[config.mk]
export PLATFORM = sky130hd
export DESIGN_NAME = tone_period_detector
export DESIGN_NICKNAME = d
export VERILOG_FILES = /design/src/rtl/tpd_pkg.sv /design/src/rtl/tpd_period_counter.sv /design/src/rtl/tpd_window_match.sv /design/src/rtl/tpd_decode_hyst.sv /design/src/rtl/tone_period_detector.sv
export SDC_FILE = /design/constraint.sdc
export NUM_CORES = 1
export LEC_CHECK = 0
export BUFFER_PORTS_ARGS = -buffer_cell sky130_fd_sc_hd__buf_4
export CAP_MARGIN = 0
export CORE_MARGIN = 2
export CORE_UTILIZATION = 23
export DETAILED_ROUTE_END_ITERATION = 12
export PLACE_DENSITY = 0.41
export SLEW_MARGIN = 40
export SYNTH_ARGS = -nofsm -noshare
export SYNTH_HDL_FRONTEND = slang
export SYNTH_SLANG_ARGS = --single-unit
[constraint.sdc]
create_clock -name clk_i -period 2.6 [get_ports clk_i]
set_input_delay 0.52 -clock clk_i [delete_from_list [all_inputs] [get_ports clk_i]]
set_output_delay 0.52 -clock clk_i [all_outputs]
set_load 0.05 [all_outputs]
[src/rtl/tpd_pkg.sv]
package tpd_pkg;
  typedef struct packed {
    logic rx_audio;
    logic tx_audio;
    logic tone_out;
  } path_en_t;

  function automatic int unsigned expected_period(int unsigned code, int unsigned max_p,
                                                  int unsigned step);
    return max_p - code * step;
  endfunction
endpackage

[src/rtl/tpd_period_counter.sv]
module tpd_period_counter #(
  parameter int unsigned LIMIT = 800,
  localparam int unsigned CW = $clog2(LIMIT + 1)
) (
  input  logic          clk_i,
  input  logic          rst_ni,
  input  logic          clear_i,
  input  logic          zc_i,
  output logic          meas_o,
  output logic [CW-1:0] period_o,
  output logic          timeout_o
);
  logic          zc_q, armed_q;
  logic [CW-1:0] cnt_q;
  logic          rise, at_limit;

  assign rise     = zc_i & ~zc_q;
  assign at_limit = (cnt_q == CW'(LIMIT));

  always_ff @(posedge clk_i or negedge rst_ni) begin
    if (!rst_ni) begin
      zc_q      <= 1'b0;
      armed_q   <= 1'b0;
      cnt_q     <= CW'(1);
      meas_o    <= 1'b0;
      period_o  <= '0;
      timeout_o <= 1'b0;
    end else begin
      zc_q      <= zc_i;
      meas_o    <= 1'b0;
      timeout_o <= 1'b0;
      if (clear_i) begin
        armed_q <= 1'b0;
        cnt_q   <= CW'(1);
      end else if (rise) begin
        armed_q <= 1'b1;
        cnt_q   <= CW'(1);
        if (armed_q) begin
          meas_o   <= 1'b1;
          period_o <= cnt_q;
        end
      end else if (at_limit) begin
        armed_q   <= 1'b0;
        cnt_q     <= CW'(1);
        timeout_o <= 1'b1;
      end else begin
        cnt_q <= cnt_q + CW'(1);
      end
    end
  end

  AST_CNT_BOUNDED: assert property (@(posedge clk_i) disable iff (!rst_ni)
    (cnt_q != '0) && (cnt_q <= CW'(LIMIT)));
  AST_TIMEOUT_RESTART: assert property (@(posedge clk_i) disable iff (!rst_ni)
    (at_limit && !rise && !clear_i) |=> (cnt_q == CW'(1)) && timeout_o);
endmodule

[src/rtl/tpd_window_match.sv]
module tpd_window_match #(
  parameter int unsigned CODE_W     = 6,
  parameter int unsigned CW         = 10,
  parameter int unsigned MAX_PERIOD = 400,
  parameter int unsigned STEP       = 6,
  parameter int unsigned TOL_SHIFT  = 7
) (
  input  logic [CODE_W-1:0] code_i,
  input  logic [CW-1:0]     period_i,
  output logic              hit_o
);
  logic [31:0] exp_w, tol_w, per_w;

  always_comb begin
    exp_w = 32'(tpd_pkg::expected_period(32'(code_i), MAX_PERIOD, STEP));
    tol_w = exp_w >> TOL_SHIFT;
    per_w = 32'(period_i);
    hit_o = (per_w >= exp_w - tol_w) && (per_w <= exp_w + tol_w);
  end
endmodule

[src/rtl/tpd_decode_hyst.sv]
module tpd_decode_hyst #(
  parameter int unsigned ASSERT_HITS    = 12,
  parameter int unsigned RELEASE_MISSES = 7,
  localparam int unsigned HW = $clog2(ASSERT_HITS + 1),
  localparam int unsigned MW = $clog2(RELEASE_MISSES + 1)
) (
  input  logic clk_i,
  input  logic rst_ni,
  input  logic clear_i,
  input  logic hit_i,
  input  logic miss_i,
  output logic raw_o,
  output logic decode_o
);
  logic [HW-1:0] hits_q;
  logic [MW-1:0] misses_q;

  always_ff @(posedge clk_i or negedge rst_ni) begin
    if (!rst_ni) begin
      hits_q   <= '0;
      misses_q <= '0;
      raw_o    <= 1'b0;
      decode_o <= 1'b0;
    end else if (clear_i) begin
      hits_q   <= '0;
      misses_q <= '0;
      raw_o    <= 1'b0;
      decode_o <= 1'b0;
    end else if (hit_i) begin
      raw_o    <= 1'b1;
      misses_q <= '0;
      if (hits_q == HW'(ASSERT_HITS - 1)) decode_o <= 1'b1;
      if (hits_q < HW'(ASSERT_HITS)) hits_q <= hits_q + HW'(1);
    end else if (miss_i) begin
      raw_o  <= 1'b0;
      hits_q <= '0;
      if (misses_q == MW'(RELEASE_MISSES - 1)) decode_o <= 1'b0;
      if (misses_q < MW'(RELEASE_MISSES)) misses_q <= misses_q + MW'(1);
    end
  end

  AST_HIT_MISS_EXCL: assert property (@(posedge clk_i) disable iff (!rst_ni)
    !(hit_i && miss_i));
  AST_DEC_RISE: assert property (@(posedge clk_i) disable iff (!rst_ni)
    $rose(decode_o) |-> $past(hit_i));
  AST_DEC_FALL: assert property (@(posedge clk_i) disable iff (!rst_ni)
    $fell(decode_o) |-> ($past(miss_i) || $past(clear_i)));
endmodule

[src/rtl/tone_period_detector.sv]
module tone_period_detector #(
  parameter int unsigned NUM_TONES      = 47,
  parameter int unsigned CODE_W         = 6,
  parameter int unsigned MAX_PERIOD     = 400,
  parameter int unsigned PERIOD_STEP    = 6,
  parameter int unsigned TOL_SHIFT      = 7,
  parameter int unsigned ASSERT_HITS    = 12,
  parameter int unsigned RELEASE_MISSES = 7
) (
  input  logic              clk_i,
  input  logic              rst_ni,
  input  logic              zc_i,
  input  logic [CODE_W-1:0] tone_code_i,
  input  logic              rx_i,
  input  logic              ptl_i,
  output logic              raw_detect_o,
  output logic              decode_o,
  output logic              rx_audio_en_o,
  output logic              tx_audio_en_o,
  output logic              tone_out_en_o
);
  import tpd_pkg::*;

  localparam int unsigned LIMIT = 2 * MAX_PERIOD;
  localparam int unsigned CW    = $clog2(LIMIT + 1);

  logic [CODE_W-1:0] code_q;
  logic              rx_q;
  logic              notone, change, clear;
  logic              meas, timeout, match, hit, miss;
  logic [CW-1:0]     period;
  path_en_t          path;

  assign notone = (32'(tone_code_i) >= NUM_TONES);
  assign change = (tone_code_i != code_q) || (rx_i != rx_q);
  assign clear  = change || !rx_i || notone;

  always_ff @(posedge clk_i or negedge rst_ni) begin
    if (!rst_ni) begin
      code_q <= '0;
      rx_q   <= 1'b1;
    end else begin
      code_q <= tone_code_i;
      rx_q   <= rx_i;
    end
  end

  tpd_period_counter #(.LIMIT(LIMIT)) u_cnt (
    .clk_i, .rst_ni, .clear_i(clear), .zc_i,
    .meas_o(meas), .period_o(period), .timeout_o(timeout)
  );

  tpd_window_match #(
    .CODE_W(CODE_W), .CW(CW), .MAX_PERIOD(MAX_PERIOD),
    .STEP(PERIOD_STEP), .TOL_SHIFT(TOL_SHIFT)
  ) u_win (
    .code_i(tone_code_i), .period_i(period), .hit_o(match)
  );

  assign hit  = meas & match;
  assign miss = (meas & ~match) | timeout;

  tpd_decode_hyst #(.ASSERT_HITS(ASSERT_HITS), .RELEASE_MISSES(RELEASE_MISSES)) u_hyst (
    .clk_i, .rst_ni, .clear_i(clear), .hit_i(hit), .miss_i(miss),
    .raw_o(raw_detect_o), .decode_o(decode_o)
  );

  always_comb begin
    path.rx_audio = rx_i & (decode_o | ptl_i | notone);
    path.tx_audio = ~rx_i;
    path.tone_out = ~rx_i & ~notone;
  end

  assign rx_audio_en_o = path.rx_audio;
  assign tx_audio_en_o = path.tx_audio;
  assign tone_out_en_o = path.tone_out;

  AST_TX_SILENT: assert property (@(posedge clk_i) disable iff (!rst_ni)
    (!rx_i && $past(!rx_i)) |-> (!decode_o && !raw_detect_o));
  AST_CHANGE_CLEARS: assert property (@(posedge clk_i) disable iff (!rst_ni)
    $past(change) |-> (!decode_o && !raw_detect_o));
  AST_NOTONE_QUIET: assert property (@(posedge clk_i) disable iff (!rst_ni)
    $past(notone) |-> !decode_o);
endmodule

==> results by group, run 1 <==
Timing
  – Unrepaired setup endpoints after global routing: true
  – Tcrit/Tclk final: 197%
  – Setup WS post-layout: -2520 ps
  – Max Slew Vio Count: 0
  – Max Freq: 195 MHz
  – Final Hold Fails: 0
  – Worst-Margin Slew: 515 ps
  – Slew HR: 65.6%
  – Setup TNS: -21,840 ps
  – Fin crit period: 5120 ps
  – # setup viols final: 9
  – Layout Skew: 5.53 ps

Route
  – WL per Instance: 13.5 um
  – Vias per cell: 4.51
  – Vias: 2,932
  – DRT antenna net count: 0
  – Number of remaining DRC errors: 0
  – WL final: 8740 um
  – Initial DRC Count: 110
  – Drt first pass iters: 4

Pwr
  – Leakage Power: 0.00229 uW
  – Maximum VDD drop: 0.245 mV
  – Pwr/cell area: 621 nW/um^2

Die
  – DIE WIDTH: 125 um
  – Core area: 14,400 sq um
  – Die Ht: 125 um
  – Num rows: 44
  – Initial core utilization: 23.3%
  – Die ar.: 15,600 sq um
  – Boundary Pins: 16

Clock tree
  – CTS tree: yes
  – H-tree depth: 2
  – Root buffer cell: clkbuf_16
  – CTS Buf Count: 5
  – Sink Count: 40
  – Clock Latency Late Sink: 280 ps
  – Clock transition at path regs: 60 ps
  – CTS max path bufs: 2
  – Hold Buf Count CTS: 0

Synthesis
  – Biggest area consumer among synthesized cells: dfrtp_1
  – Syn avg cell area: 9.53 sq um
  – Synth Cell Area: 3360 sq um
  – Netlist cell types: 62
  – Commonest cells post-synth: ha_1, dfrtp_1, nor2_1, inv_1, a21oi_1
  – Synth area leaders: dfrtp_1, ha_1, xnor2_1, nor2_1, a21oi_1
  – Most used DFF post-synth: dfrtp_1
  – Register area share after synthesis: 29.8%
  – Synth top area share: 28.3%
  – Post-Syn Instances: 353
  – Syn nets: 416
  – EDFF count, synth: 0
  – Asr flop ratio synth: 100%
  – Top-count cell post-synth: ha_1
  – Yosys reg bits: 40
  – Yosys warning count: 0

GRT
  – Vias in the first global route: 3,099
  – First-pass GRT wire length: 14,900 um
  – Largest net degree at the start of global routing: 41
  – Grt ovf: 0
  – Antenna violations before repair: 0
  – All-Layer GR Usage: 11.5%

Worst setup path
  – CP Capture Type: register
  – Crit start category: input pin
  – Critical path class: in -> reg
  – Worst Path Arrival: 5320 ps
  – Worst r2r src: u_cnt.period_o[5]
  – CP Max Fanout: 5
  – Critical path startpoint: tone_code_i[1]
  – Data required, critical path: 2800 ps

Status
  – Outcome: finished with violations
  – Failing checks: setup timing

Placed design
  – Detailed-placement wirelength estimate: 6810 um
  – I/O Buffers: 15
  – Dpl ws: -3290 ps
  – GPL Wtd Cong: 0.761

Cells and area
  – Layout cell share with drive strength beyond 1: 40.3%
  – Area growth syn-to-layout: 48.6%
  – Nets: 528
  – Ant. Diodes: 0

Run
  – Max cap viols: 0

Hold path
  – Hold Path Class: in -> async
report_power, final:
part           leakage, uW  switching [uW]  internal [uW]
clock            0.0000871             251            481
sequential        0.000531            2.61            630
combinational      0.00167             824            914
layer usage:
layer / global-route usage [%] / up-vias / routed length (um)
met5: 0 / - / 0
met4: 1.76 / 0 / 69
met3: 1.41 / 6 / 169
met2: 21.0 / 32 / 4380
met1: 14.8 / 1398 / 4120
li1: - / 1496 / -
what timing repair did:
item                       CTS  global route
setup endpoints to repair    9            10
resized for setup           35            26
setup buffers               15             2
pin swaps                   40            20
worst max-delay path: stages:
cell       delay, ps
buf_12           110
ha_4             160
fa_2             480
o31ai_4          260
o211ai_1         150
o21ai_1          170
a22oi_2          100
buf_4            130
o21a_1           190
fa_2             350
a21o_1           180
a21oi_2          180
nor2_2            60
o31a_1           260
o21ai_2          110
nand2b_1          70
fa_1             480
inv_1             40
ha_1             250
o211ai_1         100
o21ai_2          170
o2111ai_4        170
or4b_1           490
a21oi_1          130
area by class of cell:
class / count / area [sq um]
Sequential cell: 40 / 1000
Tap cell: 184 / 230
Inverter: 27 / 101
Multi-Input combinational cell: 280 / 2590
Fill cell: 1492 / 9430
Timing Repair Buffer: 111 / 898
Clock inverter: 2 / 38.8
Clock buffer: 6 / 139
per-stage QoR:
stage	power, uW	instance area (sq um)	hold slack, ps	instances	utilization, %
2_1_floorplan	1490	3430	224	353	-
3_3_place_gp	2090	4380	474	626	30.4
3_5_place_dp	2090	4380	475	626	30.4
4_1_cts	3020	4830	238	649	33.5
5_1_grt	3340	5000	267	650	34.7
6_report	3100	5000	205	650	34.7
cells in the final DEF (no fill, tap or decap), drive strengths merged, types with 3 or more instances in the layout:
cell type	netlist	layout
or2	3	3
a21oi	24	24
o21a	7	7
xor2	13	13
o21ai	17	17
nor3b	3	3
nand2b	5	5
fa	4	4
ha	48	48
mux2	9	9
xnor2	19	19
a31oi	3	3
clkbuf	5	6
buf	1	111
nand3	9	9
nor2b	5	5
dfrtp	38	38
o31ai	3	3
nor3	6	6
inv	27	27
nor2	32	32
and3	3	3
a21o	7	7
o211ai	3	3
nand2	15	15
nand4	7	7
state kept, by name (all words and copies together), names as in the netlist:
signal / count
u_cnt.meas_o: 1
u_cnt.cnt_q: 10
u_cnt.period_o: 10
u_cnt.timeout_o: 1
u_hyst.raw_o: 1
u_cnt.armed_q: 1
u_hyst.decode_o: 1
code_q: 6
u_cnt.zc_q: 1
rx_q: 1
u_hyst.hits_q: 4
u_hyst.misses_q: 3
final timing paths:
check	cells after the start	slack, ps	endpoint
worst max-delay path	24	-2520	u_hyst.decode_o
worst min-delay path	1	210	u_cnt.cnt_q[6]
worst max register to register	7	340	u_hyst.decode_o
worst min register to register	1	490	u_cnt.cnt_q[0]
max in group asynchronous	1	2010	rx_q
min in group clk_i	1	350	u_cnt.zc_q
logic make-up after synthesis:
group,after synthesis,synth area share [%]
simple gates,96,14.9
compound gates,90,19.5
fa+ha+maj,52,20.2
flops,40,29.8
buf+inv,33,3.68
xor+xnor,32,8.55
mux,10,3.31
No activity file was read; power rests on OpenSTA's default activity.
==> inputs of run 2 (changes only) <==
Settings changed: BUFFER_PORTS_ARGS -buffer_cell sky130_fd_sc_hd__buf_4 to -buffer_cell sky130_fd_sc_hd__buf_2.
==> run 2 against run 1 <==
Against the previous run: the flow still finishes with violations (setup timing); largest power group unchanged; critical endpoint is now u_hyst.hits_q[3]; sequential power hardly changed; wire length is 4.8% lower; critical path depth is 1 higher; sequential share of layout area is 0.54 points higher; clock skew is 1.2 ps lower; critical path type unchanged; first-iteration DRC count is 27% lower; utilization is 0.90 points lower; clock power is 14% lower; final cell count is 0.46% higher; clock-buffer cell count is 1 higher; fmax is 0.80% lower.
==> results by group, run 2 (same netlist as run 1, synthesis figures left out) <==
Status
  – Outcome: finished with violations
  – Failing checks: setup timing

GRT
  – Vias in the first global route: 3,068
  – Antenna violations before repair: 0
  – Grt ovf: 0
  – All-Layer GR Usage: 11.1%
  – Largest net degree at the start of global routing: 41
  – First-pass GRT wire length: 14,600 um

Cells and area
  – Fillers: 1,520
  – Multi-input gate area: 2500 sq um
  – Area growth syn-to-layout: 44.7%
  – Sequential cell area: 1000 sq um
  – Nets: 531
  – Top flop regs: u_cnt.cnt_q (10), u_cnt.period_o (10), code_q (6)
  – Final core occ: 33.8%
  – Layout cell share with drive strength beyond 1: 37.5%
  – Final instance area: 4870 sq um
  – Ant. Diodes: 0
  – Leading cell type in the layout, fill and taps excluded: buf_4
  – Most frequent cells in the layout: buf_4, ha_1, dfrtp_1, nor2_1, inv_1

Worst setup path
  – Critical path's slowest cell: fa_1
  – Worst Path Arrival: 5380 ps
  – CP Max Fanout: 8
  – CP Capture Type: register
  – CP max stage delay: 480 ps
  – Data required, critical path: 2820 ps
  – Critical path class: in -> reg
  – Crit start category: input pin

Clock tree
  – Hold Buf Count CTS: 0
  – H-tree depth: 2
  – Root buffer cell: clkbuf_16
  – CTS max path bufs: 2
  – Sink Count: 40
  – Clock transition at path regs: 60 ps
  – CTS tree: yes
  – Clock Latency Late Sink: 280 ps
  – CTS Buf Count: 5

Placed design
  – Detailed-placement wirelength estimate: 6580 um
  – GPL Wtd Cong: 0.778
  – I/O Buffers: 15
  – Placement Cell Area: 4330 sq um
  – Dpl ws: -3460 ps

Timing
  – Setup TNS: -22,490 ps
  – Max Slew Vio Count: 0
  – Worst-Margin Slew: 514 ps
  – # setup viols final: 9
  – Max Freq: 194 MHz
  – Setup WS post-layout: -2560 ps
  – Minimum hold slack: 209 ps
  – Slew HR: 65.6%
  – Fin crit period: 5160 ps
  – Layout Skew: 4.34 ps
  – Final Hold Fails: 0
  – Unrepaired setup endpoints after global routing: true
  – Tcrit/Tclk final: 198%

Pwr
  – Leakage Power: 0.00226 uW
  – Maximum VDD drop: 0.335 mV
  – Pwr/cell area: 585 nW/um^2

Route
  – Vias per cell: 4.49
  – Number of remaining DRC errors: 0
  – WL final: 8320 um
  – DRT antenna net count: 0
  – Drt first pass iters: 4
  – Vias: 2,929
  – WL per Instance: 12.7 um
  – Initial DRC Count: 80

Die
  – Die ar.: 15,600 sq um
  – Die Ht: 125 um
  – Core area: 14,400 sq um
  – Initial core utilization: 23.3%
  – DIE WIDTH: 125 um
  – Boundary Pins: 16
  – Num rows: 44

Hold path
  – Hold Path Class: in -> async

Run
  – Max cap viols: 0
[run 2: changes by cell type in the layout (fill, tap and decap cells not counted), moves of 3 or more]
cell	previous run	this run
buf_4	103	94
buf_2	0	11
o21ai_2	4	1
o21ai_0	6	9
[run 2: timing repair]
| item | in CTS | in global routing |
|---|---|---|
| setup endpoints to repair | 9 | 9 |
| buffers inserted | 15 | 3 |
| resized for setup | 33 | 18 |
| pin swaps | 40 | 8 |
[run 2: worst paths after layout]
| path | from | endpoint | slack, ps | cells after the start |
|---|---|---|---|---|
| min in group clk_i | zc_i | u_cnt.zc_q | 360 | 1 |
| max in group asynchronous | rst_ni | rx_q | 2010 | 1 |
| setup / recovery | tone_code_i[1] | u_hyst.hits_q[3] | -2560 | 25 |
| setup reg to reg | u_cnt.period_o[5] | u_hyst.hits_q[3] | 310 | 9 |
| hold reg to reg | u_cnt.cnt_q[0] | u_cnt.cnt_q[0] | 490 | 1 |
| hold / removal | rst_ni | u_cnt.cnt_q[6] | 210 | 1 |
[run 2: routing by layer]
layer / track usage, % / part of all wire [%]
met2: 18.6 / 46
met3: 1.84 / 2.1
met5: 0 / 0
met1: 15.3 / 50
met4: 2.22 / 1.6
[run 2: area by class of cell]
type | count | share of cell area (%)
clock inverters | 1 | 0.154
well taps | 184 | 4.73
inverters | 27 | 2.08
repair buffers | 114 | 18.1
clock buffers | 7 | 2.93
flip-flops and latches | 40 | 20.6
multi-input cells | 280 | 51.3
[run 2: stage by stage]
step	std cells	total power, uW
final	653	2850
after global routing	653	3100
after CTS	650	2830
after detailed placement	627	2060
after global placement	627	2060
after floorplan	353	1490
[run 2: critical path: cells and delay by family]
family                     cells  cell delay (ps)
AOI/OAI and AO/OA             11             2150
buffers and inverters          5              530
xor gates and xnor gates       1              160
and+or+nand+nor                3              360
adders and majority gates      5             1640
[run 2: power by group]
group          internal [uW]  switching (uW)
logic                    827             762
registers                630            2.51
clock network            382             244
total                   1840            1010
